[config.mk]
export PLATFORM = sky130hd
export DESIGN_NAME = stepseq_core
export DESIGN_NICKNAME = d
export VERILOG_FILES = /design/src/rtl/seq_pkg.sv /design/src/rtl/fast_tick_gen.sv /design/src/rtl/position_counter.sv /design/src/rtl/output_latch.sv /design/src/rtl/stepseq_core.sv
export SDC_FILE = /design/constraint.sdc
export NUM_CORES = 1
export LEC_CHECK = 0
export BUFFER_PORTS_ARGS = -buffer_cell sky130_fd_sc_hd__buf_4
export CAP_MARGIN = 20
export CORE_ASPECT_RATIO = 1.4
export CORE_MARGIN = 1.5
export CORE_UTILIZATION = 28
export DETAILED_ROUTE_END_ITERATION = 6
export PLACE_DENSITY = 0.56
export SLEW_MARGIN = 20
export SYNTH_ARGS = -nofsm -noshare
export SYNTH_HDL_FRONTEND = slang
export SYNTH_SLANG_ARGS = --single-unit
export TNS_END_PERCENT = 50
[constraint.sdc]
create_clock -name clk -period 2 [get_ports clk]
set_input_delay 0.1 -clock clk [delete_from_list [all_inputs] [get_ports clk]]
set_output_delay 0.1 -clock clk [all_outputs]
set_load 0.1 [all_outputs]
[src/rtl/seq_pkg.sv]
package seq_pkg;

    localparam int POS_W  = 4;
    localparam int LFSR_W = 16;
    localparam logic [LFSR_W-1:0] LFSR_SEED = 16'hACE1;

    typedef logic [POS_W-1:0] pos_t;

    typedef enum logic [1:0] {
        GATE_UNUSED  = 2'b00,
        GATE_SKIP    = 2'b01,
        GATE_CLEAR   = 2'b10,
        GATE_UNUSED2 = 2'b11
    } gate_mode_e;

    typedef struct packed {
        logic step;
        logic clock;
        logic fast;
    } adv_req_t;

    function automatic logic [LFSR_W-1:0] lfsr_next(input logic [LFSR_W-1:0] s);
        return {s[LFSR_W-2:0], s[15] ^ s[13] ^ s[12] ^ s[10]};
    endfunction

endpackage

[src/rtl/fast_tick_gen.sv]
module fast_tick_gen
    import seq_pkg::*;
#(
    parameter int DIV_W = 8
) (
    input  logic             clk,
    input  logic             rst,
    input  logic             en,
    input  logic             jitter_on,
    input  logic [DIV_W-1:0] div,
    output logic             tick
);
    localparam int CNT_W = DIV_W + 1;

    logic [CNT_W-1:0]  cnt_q;
    logic [CNT_W-1:0]  reload;
    logic [LFSR_W-1:0] lfsr_q;

    always_comb begin
        reload = {1'b0, div};
        if (jitter_on)
            reload = reload + CNT_W'(lfsr_q[1:0]);
    end

    assign tick = en && (cnt_q == '0);

    always_ff @(posedge clk) begin
        if (rst) begin
            cnt_q  <= '0;
            lfsr_q <= LFSR_SEED;
        end else if (!en) begin
            cnt_q <= '0;
        end else if (cnt_q == '0) begin
            cnt_q <= reload;
            if (jitter_on)
                lfsr_q <= lfsr_next(lfsr_q);
        end else begin
            cnt_q <= cnt_q - 1'b1;
        end
    end

    AST_TICK_GAP: assert property (@(posedge clk) disable iff (rst)
        (tick && !jitter_on && div != '0) |=> !tick);

endmodule

[src/rtl/position_counter.sv]
module position_counter
    import seq_pkg::*;
(
    input  logic     clk,
    input  logic     rst,
    input  logic     clear,
    input  adv_req_t req,
    output pos_t     cnt,
    output pos_t     cnt_next
);
    logic advance;

    assign advance = req.step | req.clock | req.fast;

    always_comb begin
        if (clear)
            cnt_next = '0;
        else if (advance)
            cnt_next = cnt + 1'b1;
        else
            cnt_next = cnt;
    end

    always_ff @(posedge clk) begin
        if (rst)
            cnt <= '0;
        else
            cnt <= cnt_next;
    end

    AST_CLEAR_WINS: assert property (@(posedge clk) disable iff (rst)
        clear |=> cnt == '0);

    AST_ONE_STEP: assert property (@(posedge clk) disable iff (rst)
        (!clear && advance) |=> cnt == pos_t'($past(cnt) + 1'b1));

    AST_IDLE_HOLD: assert property (@(posedge clk) disable iff (rst)
        (!clear && !advance) |=> $stable(cnt));

endmodule

[src/rtl/output_latch.sv]
module output_latch
    import seq_pkg::*;
(
    input  logic clk,
    input  logic rst,
    input  logic random_mode,
    input  logic capture,
    input  pos_t cnt,
    input  pos_t cnt_next,
    output pos_t position,
    output logic strobe
);
    pos_t held_q;
    pos_t shown_q;

    always_ff @(posedge clk) begin
        if (rst)
            held_q <= '0;
        else if (!random_mode)
            held_q <= cnt_next;
        else if (capture)
            held_q <= cnt;
    end

    assign position = random_mode ? held_q : cnt;

    always_ff @(posedge clk) begin
        if (rst)
            shown_q <= '0;
        else
            shown_q <= position;
    end

    assign strobe = (position != shown_q);

    AST_RANDOM_HOLD: assert property (@(posedge clk) disable iff (rst)
        (random_mode && !capture) |=> $stable(held_q));

    AST_CAPTURE: assert property (@(posedge clk) disable iff (rst)
        (random_mode && capture) |=> held_q == $past(cnt));

    AST_TRACK: assert property (@(posedge clk) disable iff (rst)
        !random_mode |=> held_q == cnt);

endmodule

[src/rtl/stepseq_core.sv]
module stepseq_core
    import seq_pkg::*;
#(
    parameter int DIV_W = 8
) (
    input  logic             clk,
    input  logic             rst,
    input  logic             random_mode,
    input  logic [1:0]       gate_mode,
    input  logic             gate_in,
    input  logic             clock_pulse,
    input  logic             step_pulse,
    input  logic             ext_reset,
    input  logic             button_reset,
    input  logic [DIV_W-1:0] fast_div,
    output logic [3:0]       position,
    output logic             step_strobe
);
    gate_mode_e gmode;
    logic       gate_low;
    logic       skip_active;
    logic       gate_clear;
    logic       any_clear;
    logic       fast_en;
    logic       fast_tick;
    adv_req_t   req;
    pos_t       cnt;
    pos_t       cnt_next;
    pos_t       pos_int;

    assign gmode       = gate_mode_e'(gate_mode);
    assign gate_low    = !gate_in;
    assign skip_active = (gmode == GATE_SKIP)  && gate_low;
    assign gate_clear  = (gmode == GATE_CLEAR) && gate_low;
    assign any_clear   = ext_reset | button_reset | gate_clear;

    // a clock pulse in random mode halts the fast source for that cycle
    assign fast_en = (random_mode | skip_active) & !(random_mode & clock_pulse);

    assign req.step  = step_pulse;
    assign req.clock = clock_pulse & !random_mode;
    assign req.fast  = fast_tick;

    fast_tick_gen #(.DIV_W(DIV_W)) u_fast (
        .clk       (clk),
        .rst       (rst),
        .en        (fast_en),
        .jitter_on (random_mode),
        .div       (fast_div),
        .tick      (fast_tick)
    );

    position_counter u_cnt (
        .clk      (clk),
        .rst      (rst),
        .clear    (any_clear),
        .req      (req),
        .cnt      (cnt),
        .cnt_next (cnt_next)
    );

    output_latch u_latch (
        .clk         (clk),
        .rst         (rst),
        .random_mode (random_mode),
        .capture     (clock_pulse),
        .cnt         (cnt),
        .cnt_next    (cnt_next),
        .position    (pos_int),
        .strobe      (step_strobe)
    );

    assign position = pos_int;

    AST_GATE_CLEAR: assert property (@(posedge clk) disable iff (rst)
        ((gmode == GATE_CLEAR) && !gate_in && !random_mode) |=> position == 4'd0);

endmodule

==> flow_summary_export.csv <==
group,metric,value,unit
timing,slew_violations,0,
worst_setup_path,critPathKind,"reg -> reg",
floorplanning,num_rows,35,
placement,postPlaceCellArea,2110,µm²
synthesis,syn_avg_cell_area,9.04,µm²
synthesis,synth-seq-cells,37,
worst_setup_path,end_kind,"flip-flop",
synthesis,yosysMostFrequentCell,"dfxtp_1",
job,cap_viol_max_count,0,
timing,fin_crit_sh,88.4,%
routing,vias,1467,
synthesis,synth_top_cell_by_area,"dfxtp_1",
worst_setup_path,cp.arrival,1.94,ns
clock_tree,ctsHoldBuffers,0,
timing,max_freq,0.566,GHz
timing,worst_slew_pin_slew,0.498,ns
routing,vias_per_cell,4.76,
floorplanning,dieHeight,99.7,µm
timing,fin_setup_tns,0,ns
synthesis,synthArstFlopShare,0,%
worst_setup_path,max_stage_delay,0.36,ns
worst_setup_path,cp_top_family,"simple AND/OR/NAND/NOR gates",
min_path,hp-start,"fast_div[7]",
routing,drtAntennaViolNets,0,
cells_and_area,area_growth,17.7,%
timing,setup_viol,0,
clock_tree,cts_tree,"built",
timing,min_period,1.77,ns
floorplanning,coreArea,6530,µm²
synthesis,synthTopCellsByArea,"dfxtp_1, nand2_1, mux2i_1, xnor2_1, xor2_1",
clock_tree,cts.reportedPaths.clkPinSlew,0.08,ns
cells_and_area,drive_gt1_share,21.8,%
timing,clock_skew,0.0118,ns
clock_tree,ctsResizeCount,0,
synthesis,synth-edff-count,0,
clock_tree,clock_sinks,37,
grt,globalRouteOverflowTotal,0,
routing,routed_wl,3730,µm
clock_tree,root_buffer,"clkbuf_8",
worst_setup_path,worstPathCellList,"inv_1, ha_1, nor4b_2, buf_4, and2_1, nand2_4, nor2_1, a211o_1",
synthesis,ys_warn_count,0,
power_and_ir_drop,p_leak,0.922,nW
min_path,hold_path.class,"in -> reg",
timing,slew_headroom,66.6,%
power_and_ir_drop,power.density,800,nW/µm²
status,status,"finished clean",
timing,hold_viol_final,0,
synthesis,synthFlopType,"dfxtp_1",
clock_tree,clockBufferDepth,2,
cells_and_area,nNetsFinal,256,
routing,drtIter0Drc,75,
cells_and_area,design_area,2200,µm²
floorplanning,io-pin-count,23,
power_and_ir_drop,ir_drop,223,µV
worst_setup_path,r2r_start,"u_fast.cnt_q[0]",
synthesis,synth_cells,207,
grt,grt_antenna_before_repair,0,
synthesis,yosysSeqAreaShare,39.6,%
floorplanning,dieArea,7190,µm²
clock_tree,numCtsBuffers,5,
floorplanning,chipWidth,72.1,µm
grt,grt_start_max_net_pins,27,
worst_setup_path,startpoint,"u_fast.cnt_q[0]",
placement,io_buffers,22,
clock_tree,cts_max_level,2,
cells_and_area,n_antenna_cell,0,
grt,grt_pass1_wl,6770,µm
timing,rsz0062_at_grt,"no",
routing,wire_per_inst,12.1,µm
routing,drc,0,
placement,dp_hpwl,2740,µm
grt,grt.total_usage,11.8,%
timing,worst_hold_slack,0.100,ns
worst_setup_path,cp-start-kind,"flip-flop",
worst_setup_path,cp.required,2.17,ns
clock_tree,clk_latency,0.29,ns
floorplanning,start_util,28.7,%
synthesis,synth_top_area_share,39.6,%
routing,drt-pass1-iter-count,4,
cells_and_area,fill_cells,696,
synthesis,netlist_area,1870,µm²
worst_setup_path,cp_max_fo,17,
synthesis,synth.distinct_cells,44,
clock_tree,post-cts-setup-buffers,0,
grt,grt_pass1_vias,1517,
synthesis,synth_common_cells,"dfxtp_1, nand2_1, nor2_1",
placement,gp_congestion,0.801,
synthesis,syn_nets,230,
worst_setup_path,path_buf_inv,2,
worst_setup_path,critPathSlowestCell,"dfxtp_1",
-- logic make-up after synthesis --
| kind of cell | after synthesis | share of synthesized area [%] |
|---|---|---|
| XOR/XNOR | 20 | 9.36 |
| buffers and inverters | 18 | 4.88 |
| adder cells (fa/ha/maj) | 5 | 3.75 |
| AO/OA/AOI/OAI | 33 | 13.0 |
| multiplexers | 9 | 4.82 |
| flip-flops | 37 | 39.6 |
| AND/OR/NAND/NOR | 85 | 24.6 |
-- metrics by stage --
step / worst slack, ns / instances / total power, mW / utilization, %
3_3_place_gp: 0.251 / 300 / 1.26 / 32.4
2_1_floorplan: 0.0731 / 207 / 1.16 / -
4_1_cts: 0.172 / 308 / 1.78 / 33.7
3_5_place_dp: 0.184 / 300 / 1.27 / 32.4
5_1_grt: 0.0245 / 308 / 1.87 / 33.7
6_report: 0.233 / 308 / 1.76 / 33.7
-- area by class of cell --
| class | count | area, µm² | share of cell area [%] |
|---|---|---|---|
| Multi-Input combinational cell | 152 | 1040 | 47.3 |
| Sequential cell | 37 | 741 | 33.7 |
| Timing Repair Buffer | 27 | 203 | 9.21 |
| Tap cell | 74 | 92.6 | 4.21 |
| Clock buffer | 5 | 68.8 | 3.13 |
| Inverter | 10 | 37.5 | 1.71 |
| Clock inverter | 3 | 17.5 | 0.796 |
-- worst register-to-register path: cells and delay by family (launching register included) --
family                     cells  cell delay (ns)
AOI/OAI and AO/OA              1             0.26
adders and majority gates      1             0.21
buffers and inverters          2             0.20
DFF                            1             0.36
and+or+nand+nor                4             0.61
-- power breakdown --
part / switching [mW] / internal [mW] / total (mW) / leakage [nW]
clock network: 0.273 / 0.241 / 0.514 / 0.0439
logic: 0.243 / 0.184 / 0.427 / 0.577
registers: 0.0383 / 0.781 / 0.820 / 0.301
total: 0.554 / 1.21 / 1.76 / 0.922
-- placed cells by master (no fill, tap or decap), drive strengths merged --
cell type / count
nand3: 6
or4: 1
nor3: 2
nand3b: 7
a221oi: 1
nand2: 36
mux2i: 9
clkinv: 2
clkbuf: 5
a211oi: 7
o32ai: 4
o211ai: 1
a21o: 1
a21boi: 1
a211o: 1
xor2: 10
xnor2: 10
inv: 10
nor3b: 1
and2b: 1
buf: 27
o21bai: 1
nor2: 18
nor2b: 1
o21a: 1
nor4b: 2
a31oi: 1
and2: 1
dfxtp: 37
nor4: 2
ha: 4
fa: 1
nand2b: 3
and3: 2
nand4: 2
clkinvlp: 1
o21ai: 1
a21oi: 13
-- state kept, by name (all words and copies together), names as in the netlist --
signal / flops
u_fast.lfsr_q: 16
u_fast.cnt_q: 9
u_cnt.cnt: 4
u_latch.held_q: 4
u_latch.shown_q: 4
-- per-layer routing --
layer  global-route usage, %  routed length [µm]
met3                    2.63                 130
met2                    19.6                1820
met4                    6.10                 102
met1                    14.2                1670
met5                       0                   0
-- path summary, 6_finish.rpt --
path                       to  slack [ns]  cells after the start
max          u_fast.lfsr_q[0]        0.23                      8
min           u_fast.cnt_q[8]        0.10                      3
max reg2reg  u_fast.lfsr_q[0]        0.23                      8
min reg2reg  u_fast.lfsr_q[3]        0.45                      2
Power figures use the tool's default switching activity.
